## src/rtl/sdram_wseq_pkg.sv

```systemverilog
package sdram_wseq_pkg;
  // {cs_n, ras_n, cas_n, we_n}
  typedef enum logic [3:0] {
    CMD_WRITE = 4'b0100,
    CMD_PRE   = 4'b0010,
    CMD_NOP   = 4'b0111
  } cmd_e;
endpackage

```

## src/rtl/wseq_ctrl.sv

```systemverilog
module wseq_ctrl #(
  parameter int BURST_LEN = 4,
  parameter int CNT_W     = 3,
  parameter int CUT_W     = 3
) (
  input  logic             clk_i,
  input  logic             rst_ni,
  input  logic             req_valid_i,
  input  logic             req_trunc_i,
  input  logic [CUT_W-1:0] req_cut_i,
  output logic             busy_o,
  output logic             accept_o,
  output logic [CNT_W-1:0] cyc_o,
  output logic [CNT_W-1:0] pre_at_o,
  output logic             trunc_o,
  output logic [CUT_W-1:0] cut_o
);
  localparam int TWR     = 2;
  localparam int FIN_PRE = BURST_LEN - 1 + TWR;

  logic             busy_q, trunc_q, cut_ok;
  logic [CNT_W-1:0] cyc_q, pre_at_q, last;
  logic [CUT_W-1:0] cut_q;

  assign accept_o = req_valid_i && !busy_q;
  assign cut_ok   = (req_cut_i != '0) && (int'(req_cut_i) < BURST_LEN);
  // sequence ends at the later of last beat and precharge slot
  assign last     = (int'(pre_at_q) > BURST_LEN - 1) ? pre_at_q : CNT_W'(BURST_LEN - 1);

  always_ff @(posedge clk_i or negedge rst_ni) begin
    if (!rst_ni) begin
      busy_q   <= 1'b0;
      trunc_q  <= 1'b0;
      cyc_q    <= '0;
      pre_at_q <= '0;
      cut_q    <= '0;
    end else if (accept_o) begin
      busy_q   <= 1'b1;
      cyc_q    <= '0;
      trunc_q  <= req_trunc_i && cut_ok;
      cut_q    <= req_cut_i;
      pre_at_q <= (req_trunc_i && cut_ok) ? CNT_W'(req_cut_i) : CNT_W'(FIN_PRE);
    end else if (busy_q) begin
      cyc_q <= cyc_q + 1'b1;
      if (cyc_q == last) busy_q <= 1'b0;
    end
  end

  assign busy_o   = busy_q;
  assign cyc_o    = cyc_q;
  assign pre_at_o = pre_at_q;
  assign trunc_o  = trunc_q;
  assign cut_o    = cut_q;

  // a captured truncation slot always lies inside the burst
  a_r4_cut_in_burst: assert property (@(posedge clk_i) disable iff (!rst_ni)
    (busy_q && trunc_q) |-> (pre_at_q != '0 && int'(pre_at_q) < BURST_LEN));
  // no request is taken while a sequence runs
  a_r7_hold_busy: assert property (@(posedge clk_i) disable iff (!rst_ni)
    (busy_q && $past(busy_q) && cyc_q != '0) |-> $stable(pre_at_q));
endmodule

```

## src/rtl/wseq_cmd.sv

```systemverilog
module wseq_cmd
  import sdram_wseq_pkg::*;
#(
  parameter int CNT_W  = 3,
  parameter int COL_W  = 8,
  parameter int ADDR_W = 12,
  parameter int AP_BIT = 10
) (
  input  logic              clk_i,
  input  logic              rst_ni,
  input  logic              accept_i,
  input  logic              req_bank_i,
  input  logic [COL_W-1:0]  req_col_i,
  input  logic              busy_i,
  input  logic [CNT_W-1:0]  cyc_i,
  input  logic [CNT_W-1:0]  pre_at_i,
  output cmd_e              cmd_o,
  output logic              ba_o,
  output logic [ADDR_W-1:0] addr_o,
  output logic              done_o
);
  logic             bank_q;
  logic [COL_W-1:0] col_q;

  always_ff @(posedge clk_i or negedge rst_ni) begin
    if (!rst_ni) begin
      bank_q <= 1'b0;
      col_q  <= '0;
    end else if (accept_i) begin
      bank_q <= req_bank_i;
      col_q  <= req_col_i;
    end
  end

  always_comb begin
    cmd_o  = CMD_NOP;
    ba_o   = 1'b0;
    addr_o = '0;
    done_o = 1'b0;
    if (busy_i) begin
      ba_o = bank_q;
      if (cyc_i == '0) begin
        cmd_o               = CMD_WRITE;
        addr_o[COL_W-1:0]   = col_q;
      end else if (cyc_i == pre_at_i) begin
        cmd_o  = CMD_PRE;
        done_o = 1'b1;
      end
    end
    addr_o[AP_BIT] = 1'b0; // single-bank precharge, no auto-precharge
  end

  // one precharge per sequence
  a_r6_done_pulse: assert property (@(posedge clk_i) disable iff (!rst_ni)
    done_o |=> !done_o);
endmodule

```

## src/rtl/wseq_data.sv

```systemverilog
module wseq_data #(
  parameter int BURST_LEN = 4,
  parameter int DATA_W    = 16,
  parameter int CNT_W     = 3,
  parameter int CUT_W     = 3
) (
  input  logic                          clk_i,
  input  logic                          rst_ni,
  input  logic                          accept_i,
  input  logic [BURST_LEN*DATA_W-1:0]   req_data_i,
  input  logic                          busy_i,
  input  logic [CNT_W-1:0]              cyc_i,
  input  logic                          trunc_i,
  input  logic [CUT_W-1:0]              cut_i,
  output logic [DATA_W-1:0]             dq_o,
  output logic                          dq_oe_o,
  output logic                          dqm_o
);
  localparam int BIDX_W = (BURST_LEN > 1) ? $clog2(BURST_LEN) : 1;

  logic [DATA_W-1:0] beat_q [BURST_LEN];
  logic              in_burst;

  for (genvar b = 0; b < BURST_LEN; b++) begin : g_beat
    always_ff @(posedge clk_i or negedge rst_ni) begin
      if (!rst_ni)       beat_q[b] <= '0;
      else if (accept_i) beat_q[b] <= req_data_i[b*DATA_W +: DATA_W];
    end
  end

  assign in_burst = busy_i && (int'(cyc_i) < BURST_LEN);
  assign dq_oe_o  = in_burst;
  assign dq_o     = in_burst ? beat_q[cyc_i[BIDX_W-1:0]] : '0;
  // mask from the precharge beat to the nominal burst end
  assign dqm_o    = in_burst && trunc_i && (int'(cyc_i) >= int'(cut_i));

  // once masking starts it holds to the end of the beats
  a_r4_mask_holds: assert property (@(posedge clk_i) disable iff (!rst_ni)
    (dqm_o && int'(cyc_i) < BURST_LEN - 1) |=> dqm_o);
endmodule

```

## src/rtl/sdram_wr_pre_seq.sv

```systemverilog
module sdram_wr_pre_seq
  import sdram_wseq_pkg::*;
#(
  parameter int BURST_LEN = 4,
  parameter int DATA_W    = 16,
  parameter int COL_W     = 8,
  parameter int ADDR_W    = 12,
  parameter int AP_BIT    = 10,
  parameter int CAS_LAT   = 2
) (
  input  logic                        clk_i,
  input  logic                        rst_ni,
  input  logic                        req_valid_i,
  output logic                        req_ready_o,
  input  logic                        req_bank_i,
  input  logic [COL_W-1:0]            req_col_i,
  input  logic                        req_trunc_i,
  input  logic [$clog2(BURST_LEN):0]  req_cut_i,
  input  logic [BURST_LEN*DATA_W-1:0] req_data_i,
  output logic                        sd_cs_n_o,
  output logic                        sd_ras_n_o,
  output logic                        sd_cas_n_o,
  output logic                        sd_we_n_o,
  output logic                        sd_ba_o,
  output logic [ADDR_W-1:0]           sd_addr_o,
  output logic [DATA_W-1:0]           sd_dq_o,
  output logic                        sd_dq_oe_o,
  output logic                        sd_dqm_o,
  output logic                        done_o
);
  localparam int CUT_W = $clog2(BURST_LEN) + 1;
  localparam int CNT_W = $clog2(BURST_LEN + 2);

  // write timing is latency-independent; only legal latencies are accepted
  if (CAS_LAT < 2 || CAS_LAT > 3) begin : g_bad_cl
    $error("CAS_LAT must be 2 or 3");
  end

  logic             busy, accept, trunc;
  logic [CNT_W-1:0] cyc, pre_at;
  logic [CUT_W-1:0] cut;
  cmd_e             cmd;

  wseq_ctrl #(.BURST_LEN(BURST_LEN), .CNT_W(CNT_W), .CUT_W(CUT_W)) u_ctrl (
    .clk_i, .rst_ni, .req_valid_i, .req_trunc_i, .req_cut_i,
    .busy_o(busy), .accept_o(accept), .cyc_o(cyc), .pre_at_o(pre_at),
    .trunc_o(trunc), .cut_o(cut)
  );

  wseq_cmd #(.CNT_W(CNT_W), .COL_W(COL_W), .ADDR_W(ADDR_W), .AP_BIT(AP_BIT)) u_cmd (
    .clk_i, .rst_ni, .accept_i(accept), .req_bank_i, .req_col_i,
    .busy_i(busy), .cyc_i(cyc), .pre_at_i(pre_at),
    .cmd_o(cmd), .ba_o(sd_ba_o), .addr_o(sd_addr_o), .done_o
  );

  wseq_data #(.BURST_LEN(BURST_LEN), .DATA_W(DATA_W), .CNT_W(CNT_W), .CUT_W(CUT_W)) u_data (
    .clk_i, .rst_ni, .accept_i(accept), .req_data_i,
    .busy_i(busy), .cyc_i(cyc), .trunc_i(trunc), .cut_i(cut),
    .dq_o(sd_dq_o), .dq_oe_o(sd_dq_oe_o), .dqm_o(sd_dqm_o)
  );

  assign {sd_cs_n_o, sd_ras_n_o, sd_cas_n_o, sd_we_n_o} = cmd;
  assign req_ready_o = !busy;

  // write command carries unmasked beat 0
  a_r1_write_unmasked: assert property (@(posedge clk_i) disable iff (!rst_ni)
    (cmd == CMD_WRITE) |-> (sd_dq_oe_o && !sd_dqm_o));
  // finish mode precharges two cycles after the last beat
  a_r3_finish_gap: assert property (@(posedge clk_i) disable iff (!rst_ni)
    (sd_dq_oe_o && cyc == CNT_W'(BURST_LEN - 1) && !trunc) |-> ##2 (cmd == CMD_PRE));
  // a precharge inside the burst masks its beat
  a_r4_mask_at_pre: assert property (@(posedge clk_i) disable iff (!rst_ni)
    (cmd == CMD_PRE && sd_dq_oe_o) |-> sd_dqm_o);
  // idle pins
  a_r8_idle_nop: assert property (@(posedge clk_i) disable iff (!rst_ni)
    req_ready_o |-> (cmd == CMD_NOP && !sd_dq_oe_o && !sd_dqm_o && !done_o));
  // bank held through the sequence
  a_r9_bank_stable: assert property (@(posedge clk_i) disable iff (!rst_ni)
    (busy && $past(busy) && cyc != '0) |-> $stable(sd_ba_o));
endmodule

```

## config.mk

```make
export PLATFORM = sky130hd
export DESIGN_NAME = sdram_wr_pre_seq
export DESIGN_NICKNAME = d
export VERILOG_FILES = /design/src/rtl/sdram_wseq_pkg.sv /design/src/rtl/wseq_ctrl.sv /design/src/rtl/wseq_cmd.sv /design/src/rtl/wseq_data.sv /design/src/rtl/sdram_wr_pre_seq.sv
export SDC_FILE = /design/constraint.sdc
export NUM_CORES = 1
export LEC_CHECK = 0
export BUFFER_PORTS_ARGS = -buffer_cell sky130_fd_sc_hd__buf_2
export CAP_MARGIN = 15
export CORE_UTILIZATION = 56
export CTS_CLUSTER_DIAMETER = 80
export DETAILED_ROUTE_END_ITERATION = 6
export PLACE_DENSITY_LB_ADDON = 0.15
export SYNTH_ARGS = -nofsm -noshare
export SYNTH_HDL_FRONTEND = slang
export SYNTH_SLANG_ARGS = --single-unit
```

## constraint.sdc

```tcl
create_clock -name clk_i -period 5.1 [get_ports clk_i]
set_input_delay 1.02 -clock clk_i [delete_from_list [all_inputs] [get_ports clk_i]]
set_output_delay 1.02 -clock clk_i [all_outputs]
set_load 0.02 [all_outputs]
```

### Yosys cells after proc, flatten, opt, wreduce, memory -nomap -nowiden

Index checks and enable logic that the tools add are counted.

* bits of input ports: 80
* flip-flop bits (word level): 84

* add/subtract/negate cells: 1
* reduce and logical (&&, ||, !) cells: 10
* $lt $le $gt $ge: 5
* bitwise gates (word level): 1
* equality and inequality tests: 2
* muxes and demuxes: 20

Operators with widths (number)
* 2-to-1 mux 16 bit: 3
* binary-select mux 16 bit (select 2 bit): 1
* 2-to-1 mux 8 bit: 2
* 2-to-1 mux 3 bit: 5
* 2-to-1 mux 4 bit: 2
* 2-to-1 mux 1 bit: 7
* equality test 3 bit: 2
* logical AND 1 bit: 6
* < comparator 3 bit, second input constant: 2
* adder 3 x 1 -> 3 bit, second input constant: 1
* greater-or-equal comparator 3 bit: 1
* greater-or-equal comparator 3 bit, second input constant: 1
* greater-than comparator 3 x 2 -> 1 bit, second input constant: 1
* logical NOT 3 bit: 1
* inverter 2 -> 3 bit: 1
* nonzero test 3 bit: 1
* nonzero test 2 bit: 1
* logical NOT 1 bit: 1

### Depth between registers and ports, before layout

Gate-level depths: netlist (run 1).

* depth in word-level cells: 6
* gate-level depth with buffers: 7

### Hierarchy

A second synthesis (run 1) with hierarchy kept.

* cell total of the unflattened synthesis: 299
* area total of the unflattened synthesis: 4264.1 µm²

Modules (own cells, without submodules)
* wseq_data: instances 1, area each 3223.1 µm², cells an instance 203, seq. area each 1601.5 µm²
* wseq_ctrl: instances 1, area each 519.2 µm², cells an instance 48, seq. area each 275.3 µm²
* wseq_cmd: instances 1, area each 518.0 µm², cells an instance 47, seq. area each 225.2 µm²
* sdram_wr_pre_seq: instances 1, area each 3.8 µm², cells an instance 1, seq. area each 0.0 µm²

### Worst setup path before layout (run 1)

No wires, ideal clock.

* path type: register -> output
* start: register u_ctrl.cyc_q[1], in the netlist u_ctrl.cyc_o[1]
* end: output port sd_ras_n_o
* cell stages (with the launch flop): 8
* arrival time: 1.751 ns
* path slack: 2.329 ns
* cell sequence: dfrtp_1 buf_2 buf_2 inv_1 ha_1 clkbuf_1 inv_1 o21ai_0

* longest elaborated chain between the ends: 4

Ends and longest elaborated chain
* start, declared: RTL line wseq_ctrl.sv:22 `logic [CNT_W-1:0] cyc_q, pre_at_q, last;`
* start signal, assigned: RTL line wseq_ctrl.sv:44 `cyc_q <= cyc_q + 1'b1;`
* equality test 3 bit: RTL line wseq_cmd.sv:45 `end else if (cyc_i == pre_at_i) begin`
* 2-to-1 mux 3 bit: RTL line wseq_cmd.sv:45
* 2-to-1 mux 4 bit *: RTL line wseq_cmd.sv:42 `if (cyc_i == '0) begin`
* 2-to-1 mux 4 bit *: RTL line wseq_cmd.sv:40 `if (busy_i) begin`
* end, declared: RTL line sdram_wr_pre_seq.sv:21 `output logic sd_ras_n_o,`

Every way passes the cells marked *; elsewhere a longest branch is shown, timed or not.

### Worst setup path in the final report (run 1)

* start: register u_ctrl.busy_q, in the netlist u_ctrl.busy_o
* end: output port done_o

* longest elaborated chain between the ends: 1

Ends and longest elaborated chain
* start, declared: RTL line wseq_ctrl.sv:21 `logic busy_q, trunc_q, cut_ok;`
* start signal, assigned: RTL line wseq_ctrl.sv:32 `busy_q <= 1'b0;`
* start signal, assigned: RTL line wseq_ctrl.sv:38 `busy_q <= 1'b1;`
* start signal, assigned: RTL line wseq_ctrl.sv:45 `if (cyc_q == last) busy_q <= 1'b0;`
* 2-to-1 mux 1 bit: RTL line wseq_cmd.sv:40
* end, declared: RTL line sdram_wr_pre_seq.sv:29 `output logic done_o`

Every way passes these cells.

==> flow_metrics.py, run 1 <==
metrics = {
    "run_status": {
        "status": "finished, final reports clean",
    },
    "finish": {
        "syn_to_final_growth_pct": 20.7,
        "fill_cells": 557,
        "multi_input_area_um2": 1700,
        "instances_no_fill": 634,
        "drive_gt1_frac": 0.279,
        "regArea_um2": 2100,
        "nNetsFinal": 618,
        "antennaDiodeCount": 0,
        "finish.utilization": 0.700,
    },
    "logic_synthesis": {
        "syn_area_um2": 3960,
        "synth_area_leaders": "dfrtp_1 (53%), nand2_1 (22%), mux4_2 (8.5%)",
        "ys_types": 31,
        "synth.top_cell.area_share": 0.530,
        "yosys.area.top_type": "dfrtp_1",
        "synthFlopType": "dfrtp_1",
        "synth_area_per_cell_um2": 9.11,
        "post-synth-top-count-cell": "nand2_1",
        "synthCells": 435,
        "synthTopCellsByCount": "nand2_1 (235), dfrtp_1 (84), and3_1 (24), clkbuf_1 (17), mux4_2 (15)",
        "synth-async-reset-ratio": 1.00,
        "ys_warn_count": 0,
        "synth_edf_count": 0,
        "yosysSeqAreaShare": 0.530,
        "yosys_register_bits": 84,
    },
    "die": {
        "core-area_um2": 6830,
        "ios": 117,
        "initial_core_util": 0.580,
        "die_h_um": 86.1,
        "rows": 30,
        "die_w_um": 86.1,
        "dieArea_um2": 7420,
    },
    "sta": {
        "setup_ws_ns": 1.61,
        "setup_viol": 0,
        "hold_viol_final": 0,
        "final_max_slew_viol_count": 0,
        "clock_skew_ns": 0.00694,
        "setup-tns-final_ns": 0,
        "finalCritPeriodShare": 0.683,
        "fin_crit_ns": 3.49,
        "worst_slew_pin_slew_ns": 1.04,
        "slew_headroom": 0.308,
        "max_freq_ghz": 0.287,
        "rsz0062_at_grt": "false",
    },
    "global_routing": {
        "grt_max_degree": 85,
        "grt_pass1_vias": 3046,
        "antenna_found_initial": 0,
        "grt_pass1_wl_um": 13600,
        "grt_use_total": 0.242,
        "grt_overflow": 0,
    },
    "clocking": {
        "h-tree-depth": 3,
        "cts_tree": "done",
        "hold_buffers": 0,
        "path_clk_slew_ns": 0.08,
        "clkLatencyLatePin_ns": 0.34,
        "post_cts_buffers": 0,
        "cts_resized": 0,
        "clock-sinks": 84,
        "cts-buffers-inserted": 9,
        "clock_path_buffers": 2,
        "ctsRootBufferMaster": "clkbuf_8",
    },
    "place": {
        "hpwl_um": 5640,
        "numPortBuffers": 111,
        "place_congestion": 0.822,
        "dp_slack_ns": 1.98,
        "placed_cells": 618,
    },
    "critical_path": {
        "r2r_setup_slack_ns": 2.67,
        "cp.arrival_ns": 2.47,
        "endpoint_kind": "output pin",
        "worstPathMaxFanout": 25,
        "start_kind": "flip-flop",
        "worstPathRequired_ns": 4.08,
        "criticalPathCategory": "flip-flop to output pin",
    },
    "drt": {
        "first_iter_violations": 246,
        "routed_wl_um": 8420,
        "ant_nets": 0,
        "drtPass1Iterations": 4,
        "vias": 3227,
        "detail_route.wl_per_cell_um": 13.3,
        "drc_errors": 0,
        "vias_per_cell": 5.09,
    },
    "power_and_ir_drop": {
        "ir_drop_v": 0.000332,
        "leakage_nw": 2.70,
        "powerDensity_nw_per_um2": 628,
        "power_mw": 3.00,
    },
    "flow_run": {
        "maxCapViolCount": 0,
    },
    "min_path": {
        "hp-class": "flip-flop to flip-flop",
    },
}
sequential cells by signal (all words and copies together), names as in the netlist:
| name | cells |
|---|---|
| u_data.beat_q | 64 |
| u_cmd.col_q | 8 |
| u_ctrl.cut_o | 3 |
| u_ctrl.cyc_o | 3 |
| u_ctrl.pre_at_o | 3 |
| u_cmd.bank_q | 1 |
| u_ctrl.busy_o | 1 |
| u_ctrl.trunc_o | 1 |
layout by cell type (no fill, tap or decap), drive strengths merged:
cell	instances
a211o	1
a21boi	2
a21o	1
a21oi	2
a31oi	1
and2	1
and3	24
buf	114
bufinv	3
clkbuf	10
clkinv	2
clkinvlp	1
conb	5
dfrtp	84
ha	5
inv	8
mux4	16
nand2	235
nand2b	1
nor2	2
nor2b	5
nor3	1
nor4	1
o211ai	1
o21ai	6
o31ai	2
o32a	1
or3	1
xor2	2
routing by layer:
layer | track usage | wire length (um) | vias up
li1 | - | - | 1572
met3 | 0.0346 | 412 | 11
met1 | 0.322 | 3760 | 1538
met4 | 0.0939 | 138 | 0
met5 | 0 | 0 | -
met2 | 0.404 | 4110 | 106
final timing paths:
path / startpoint / to / depth (start not counted)
max: u_ctrl.busy_o / done_o / 5
min: u_cmd.col_q[1] / u_cmd.col_q[1] / 2
max reg2reg: u_ctrl.busy_o / u_ctrl.pre_at_o[2] / 4
min reg2reg: u_cmd.col_q[1] / u_cmd.col_q[1] / 2
max in group asynchronous: rst_ni / u_data.beat_q[21] / 1
min in group asynchronous: rst_ni / u_cmd.col_q[3] / 1
area by class of cell:
class,count,share of cell area
flip-flops and latches,84,0.439
multi-input cells,316,0.356
repair buffers,114,0.121
clock buffers,10,0.0288
well taps,96,0.0251
clock inverters,6,0.0233
inverters,8,0.00628
through the flow:
stage | hold WS, ns | instance area [um^2]
2_1_floorplan | 0.437 | 3980
3_3_place_gp | 0.449 | 4540
3_5_place_dp | 0.458 | 4540
4_1_cts | 0.479 | 4780
5_1_grt | 0.495 | 4780
6_report | 0.474 | 4780
critical path: stages (launching register included):
cell and delay [ns]:
dfrtp_1 0.87, inv_1 0.25, a211o_1 0.33, nor4_4 0.31, a21boi_2 0.19, buf_2 0.17
cell families after synthesis:
| group | Yosys count | synth area share |
|---|---|---|
| fa+ha+maj | 5 | 0.0158 |
| other cells | 1 | 0.000946 |
| simple gates | 271 | 0.282 |
| compound gates | 17 | 0.0287 |
| mux | 16 | 0.0919 |
| flops | 84 | 0.530 |
| xor+xnor | 2 | 0.00442 |
| buf+inv | 39 | 0.0461 |
power breakdown:
part	total, mW	internal (mW)	switching (mW)
combinational	1.22	0.564	0.660
sequential	1.21	0.975	0.236
clock	0.569	0.339	0.231
total	3.00	1.88	1.13
No activity file was read; power rests on OpenSTA's default activity.
==> run 2, diff against run 1 <==
--- a/config.mk
+++ b/config.mk
@@ -7,7 +7,7 @@
 export LEC_CHECK = 0
 export BUFFER_PORTS_ARGS = -buffer_cell sky130_fd_sc_hd__buf_2
 export CAP_MARGIN = 15
-export CORE_UTILIZATION = 56
+export CORE_UTILIZATION = 47
 export CTS_CLUSTER_DIAMETER = 80
 export DETAILED_ROUTE_END_ITERATION = 6
 export PLACE_DENSITY_LB_ADDON = 0.15
==> constraint.sdc (replaced) <==
create_clock -name clk_i -period 3.1 [get_ports clk_i]
set_input_delay 0.62 -clock clk_i [delete_from_list [all_inputs] [get_ports clk_i]]
set_output_delay 0.62 -clock clk_i [all_outputs]
set_load 0.02 [all_outputs]
==> run 2 against run 1 <==
Total power increased by 62%. Hold slack got worse by 0.042 ns. Routed wire length is 3.0% higher. Critical path depth rose by 1. Sequential cell count unchanged. Clock skew increased by 0.0022 ns. Sequential power up 57%. Non-clock buffer count increased by 6. Global-route usage decreased by 2.2 points. Critical path type unchanged. Critical endpoint unchanged.
==> flow_metrics.py, run 2 (synthesis results as in run 1) <==
metrics = {
    "die": {
        "dieArea_um2": 8800,
        "core-area_um2": 8180,
        "die_w_um": 93.8,
        "ios": 117,
        "die_h_um": 93.8,
        "rows": 33,
        "initial_core_util": 0.485,
    },
    "critical_path": {
        "rr_endpoint": "u_data.beat_q[54]",
        "cpPeakStageDelay_ns": 0.44,
        "start_kind": "flip-flop",
        "r2r_setup_slack_ns": 1.40,
        "crit_chain": "buf_4 -> inv_2 -> a211o_1 -> nor4_4 -> a21boi_2 -> buf_2",
        "reg2regPathDepth": 5,
        "cp.arrival_ns": 2.05,
        "worstPathRequired_ns": 2.48,
        "criticalPathCategory": "flip-flop to output pin",
        "timing.rr.start": "u_ctrl.busy_o",
        "endpoint_kind": "output pin",
        "crit_slowest_cell": "dfrtp_1",
        "worstPathMaxFanout": 7,
    },
    "clocking": {
        "clock-sinks": 84,
        "h-tree-depth": 3,
        "post_cts_buffers": 0,
        "cts-buffers-inserted": 9,
        "cts_resized": 0,
        "cts_tree": "done",
        "ctsRootBufferMaster": "clkbuf_8",
        "clock_path_buffers": 2,
        "clkLatencyLatePin_ns": 0.35,
        "hold_buffers": 0,
        "path_clk_slew_ns": 0.08,
    },
    "sta": {
        "final_max_slew_viol_count": 0,
        "clock_skew_ns": 0.00909,
        "hold_slack_ns": 0.432,
        "worst_slew_pin_slew_ns": 1.04,
        "fin_crit_ns": 2.67,
        "rsz0062_at_grt": "false",
        "slew_headroom": 0.306,
        "hold_viol_final": 0,
        "setup_viol": 0,
        "max_freq_ghz": 0.375,
        "finalCritPeriodShare": 0.861,
        "setup-tns-final_ns": 0,
    },
    "global_routing": {
        "antenna_found_initial": 0,
        "grt_overflow": 0,
        "grt_use_total": 0.220,
        "grt_pass1_vias": 3134,
        "grt_max_degree": 85,
        "grt_pass1_wl_um": 14700,
    },
    "finish": {
        "layout_commonest_cell": "nand2_1",
        "reg_top3": "u_data.beat_q x64, u_cmd.col_q x8",
        "fill_cells": 765,
        "nNetsFinal": 624,
        "syn_to_final_growth_pct": 21.3,
        "final_cell_mix": "nand2_1 (234), buf_2 (110), dfrtp_1 (84), and3_1 (24), mux4_2 (15)",
        "antennaDiodeCount": 0,
        "largest_reg_flops": 64,
        "top_register": "u_data.beat_q",
        "drive_gt1_frac": 0.285,
        "finish.utilization": 0.588,
    },
    "drt": {
        "vias": 3137,
        "first_iter_violations": 173,
        "detail_route.wl_per_cell_um": 13.4,
        "drc_errors": 0,
        "ant_nets": 0,
        "drtPass1Iterations": 4,
        "routed_wl_um": 8670,
        "vias_per_cell": 4.83,
    },
    "flow_run": {
        "maxCapViolCount": 0,
    },
    "run_status": {
        "status": "finished, final reports clean",
    },
    "place": {
        "place_congestion": 0.770,
        "hpwl_um": 5870,
        "numPortBuffers": 111,
    },
    "power_and_ir_drop": {
        "powerDensity_nw_per_um2": 1010,
        "leakage_nw": 2.71,
        "ir_drop_v": 0.000424,
        "power_mw": 4.87,
    },
    "min_path": {
        "hp-class": "input port to asynchronous set/reset pin",
    },
}
==> run 2: area by class of cell <==
type | count | area, um^2 | area share
repair buffers | 120 | 626 | 0.130
well taps | 105 | 131 | 0.0273
multi-input cells | 316 | 1700 | 0.354
inverters | 8 | 30.0 | 0.00625
flip-flops and latches | 84 | 2100 | 0.437
clock inverters | 6 | 88.8 | 0.0185
clock buffers | 10 | 128 | 0.0265
==> run 2: stage by stage <==
step,setup WS (ns),cell area [um^2],std cells
detailed placement,0.772,4590,633
floorplan,0.729,3980,439
CTS,0.383,4810,649
finish,0.431,4810,649
global route,0.287,4810,649
global placement,0.801,4590,633
==> run 2: worst max-delay path by stage <==
stage / startpoint / to / slack (ns) / depth (start not counted)
detailed placement: u_ctrl.cyc_o[0] / done_o / 0.77 / 6
global placement: u_ctrl.cyc_o[0] / done_o / 0.80 / 6
finish: u_ctrl.cyc_o[0] / done_o / 0.43 / 6
CTS: u_ctrl.cyc_o[0] / done_o / 0.38 / 6
global route: u_ctrl.cyc_o[0] / done_o / 0.29 / 6
floorplan: u_ctrl.cyc_o[1] / sd_ras_n_o / 0.73 / 7
==> run 2: power by group <==
group | internal, mW | total, mW | leakage (nW) | switching, mW
Combinational | 0.949 | 2.12 | 1.57 | 1.17
Sequential | 1.61 | 1.90 | 1.04 | 0.297
Clock | 0.454 | 0.843 | 0.102 | 0.389
Total | 3.01 | 4.87 | 2.71 | 1.86
==> run 2: metal layers <==
metal / up-vias / share of wire / track usage
li1: 1581 / - / -
met2: 89 / 0.47 / 0.345
met3: 7 / 0.046 / 0.0364
met1: 1460 / 0.46 / 0.302
met4: 0 / 0.014 / 0.0923
met5: - / 0 / 0
==> run 2: critical path, delay by kind of cell (launching register included) <==
family	cells	cell delay [ns]
AO/OA/AOI/OAI	2	0.51
flip-flops	1	0.44
buffers and inverters	3	0.43
AND/OR/NAND/NOR	1	0.31
==> run 3, diff against run 2 <==
--- a/config.mk
+++ b/config.mk
@@ -7,7 +7,8 @@
 export LEC_CHECK = 0
 export BUFFER_PORTS_ARGS = -buffer_cell sky130_fd_sc_hd__buf_2
 export CAP_MARGIN = 15
-export CORE_UTILIZATION = 47
+export CORE_ASPECT_RATIO = 1.4
+export CORE_UTILIZATION = 52
 export CTS_CLUSTER_DIAMETER = 80
 export DETAILED_ROUTE_END_ITERATION = 6
 export PLACE_DENSITY_LB_ADDON = 0.15
==> constraint.sdc (replaced) <==
create_clock -name clk_i -period 2.7 [get_ports clk_i]
set_input_delay 0.54 -clock clk_i [delete_from_list [all_inputs] [get_ports clk_i]]
set_output_delay 0.54 -clock clk_i [all_outputs]
set_load 0.02 [all_outputs]
==> run 3 against run 2 <==
First-iteration DRC count down 6.9%. Clock power up 8.7%. Global-route usage up 2.8 points. Register-to-register slack worse by 0.40 ns. Critical endpoint unchanged. Critical path depth down 1. Largest cell class unchanged. Setup slack worse by 0.24 ns. Hold slack worse by 0.31 ns. Clock skew down 0.0020 ns.
==> flow_metrics.py, run 3 (synthesis results as in run 1) <==
metrics = {
    "run_status": {
        "status": "finished, final reports clean",
    },
    "sta": {
        "slew_headroom": 0.565,
        "rsz0062_at_grt": "false",
        "finalCritPeriodShare": 0.929,
        "fin_crit_ns": 2.51,
        "final_max_slew_viol_count": 0,
        "setup-tns-final_ns": 0,
        "clock_skew_ns": 0.00710,
        "hold_viol_final": 0,
        "setup_viol": 0,
        "worst_slew_pin_slew_ns": 0.652,
        "max_freq_ghz": 0.398,
    },
    "global_routing": {
        "grt_overflow": 0,
        "grt_pass1_wl_um": 14600,
        "grt_pass1_vias": 3231,
        "grt_max_degree": 52,
        "antenna_found_initial": 0,
        "grt_use_total": 0.247,
    },
    "finish": {
        "final_cell_mix": "nand2_1 (234), buf_2 (110), dfrtp_1 (84), and3_1 (24), mux4_2 (15)",
        "syn_to_final_growth_pct": 21.4,
        "drive_gt1_frac": 0.284,
        "layout_commonest_cell": "nand2_1",
        "fin_area_um2": 4810,
        "reg_top3": "u_data.beat_q x64, u_cmd.col_q x8",
        "finish.utilization": 0.654,
        "largest_reg_flops": 64,
        "antennaDiodeCount": 0,
        "top_register": "u_data.beat_q",
        "nNetsFinal": 626,
    },
    "place": {
        "numPortBuffers": 111,
        "placed_area_um2": 4610,
        "place_congestion": 0.761,
        "hpwl_um": 6070,
    },
    "critical_path": {
        "rr_endpoint": "u_data.beat_q[53]",
        "crit_slowest_cell": "dfrtp_1",
        "crit_chain": "xor2_1 -> a211o_1 -> nor4_4 -> a21boi_2 -> buf_2",
        "worst-path-buf-inv": 1,
        "reg2regPathDepth": 5,
        "worstPathRequired_ns": 2.16,
        "timing.rr.start": "u_ctrl.busy_o",
        "criticalPathCategory": "flip-flop to output pin",
        "worstPathMaxFanout": 6,
        "crit_family": "compound AO/OA/AOI/OAI gates",
        "cpPeakStageDelay_ns": 0.46,
        "r2r_setup_slack_ns": 1.00,
        "endpoint_kind": "output pin",
        "start_kind": "flip-flop",
        "cp.arrival_ns": 1.97,
    },
    "drt": {
        "first_iter_violations": 161,
        "vias_per_cell": 5.03,
        "detail_route.wl_per_cell_um": 13.7,
        "drtPass1Iterations": 4,
        "ant_nets": 0,
        "drc_errors": 0,
        "routed_wl_um": 8810,
        "vias": 3227,
    },
    "clocking": {
        "ctsRootBufferMaster": "clkbuf_8",
        "clock-sinks": 84,
        "cts_resized": 0,
        "post_cts_buffers": 0,
        "hold_buffers": 0,
        "h-tree-depth": 3,
        "cts-buffers-inserted": 9,
        "clock_path_buffers": 2,
        "path_clk_slew_ns": 0.08,
        "cts_tree": "done",
        "clkLatencyLatePin_ns": 0.35,
    },
    "flow_run": {
        "maxCapViolCount": 0,
    },
    "die": {
        "dieArea_um2": 7980,
        "initial_core_util": 0.538,
        "die_h_um": 105,
        "die_w_um": 75.8,
        "core-area_um2": 7360,
        "rows": 37,
        "ios": 117,
    },
    "power_and_ir_drop": {
        "powerDensity_nw_per_um2": 1160,
        "leakage_nw": 2.73,
        "ir_drop_v": 0.000503,
    },
    "min_path": {
        "hp-class": "input port to asynchronous set/reset pin",
    },
}
[run 3: worst register-to-register path, cell delays in order, from the launching register on]
cell and delay (ns):
dfrtp_1 0.38, buf_4 0.23, nor2b_4 0.52, buf_4 0.36, nand2_1 0.10, nand2_1 0.06
[run 3: power by group]
| group | total [mW] | internal (mW) | switching, mW |
|---|---|---|---|
| Combinational | 2.47 | 1.10 | 1.37 |
| Sequential | 2.19 | 1.85 | 0.340 |
| Clock | 0.916 | 0.500 | 0.416 |
| Total | 5.57 | 3.45 | 2.12 |
[run 3: area by class of cell]
type	count	area, um^2
clock buffer	14	173
clock inverter	1	30.0
fill	670	2550
inverter	8	30.0
multi-input combinational	316	1700
sequential	84	2100
tap	97	121
timing repair buffer	122	653
[run 3: worst max path at each step]
stage | slack, ns | endpoint | start | depth (start not counted)
finish | 0.19 | done_o | u_ctrl.cyc_o[2] | 5
global route | 0.05 | done_o | u_ctrl.cyc_o[2] | 5
CTS | 0.17 | done_o | u_ctrl.cyc_o[2] | 5
detailed placement | 0.56 | done_o | u_ctrl.cyc_o[2] | 5
global placement | 0.61 | sd_dq_o[11] | u_ctrl.cyc_o[0] | 4
floorplan | 0.41 | sd_ras_n_o | u_ctrl.cyc_o[1] | 7
[run 3: stage by stage]
stage,worst slack [ns],power [mW],hold slack (ns),std cells
2_1_floorplan,0.409,3.96,0.244,439
3_3_place_gp,0.610,4.60,0.448,627
3_5_place_dp,0.561,4.71,0.453,627
4_1_cts,0.174,5.63,0.131,642
5_1_grt,0.0469,6.02,0.154,642
6_report,0.191,5.57,0.122,642
[run 3: metal layers]
metal	vias to the layer above	GRT usage	share of wire
met5	-	0	0
met1	1538	0.316	0.44
li1	1590	-	-
met2	91	0.394	0.50
met4	0	0.102	0.012
met3	8	0.0621	0.050
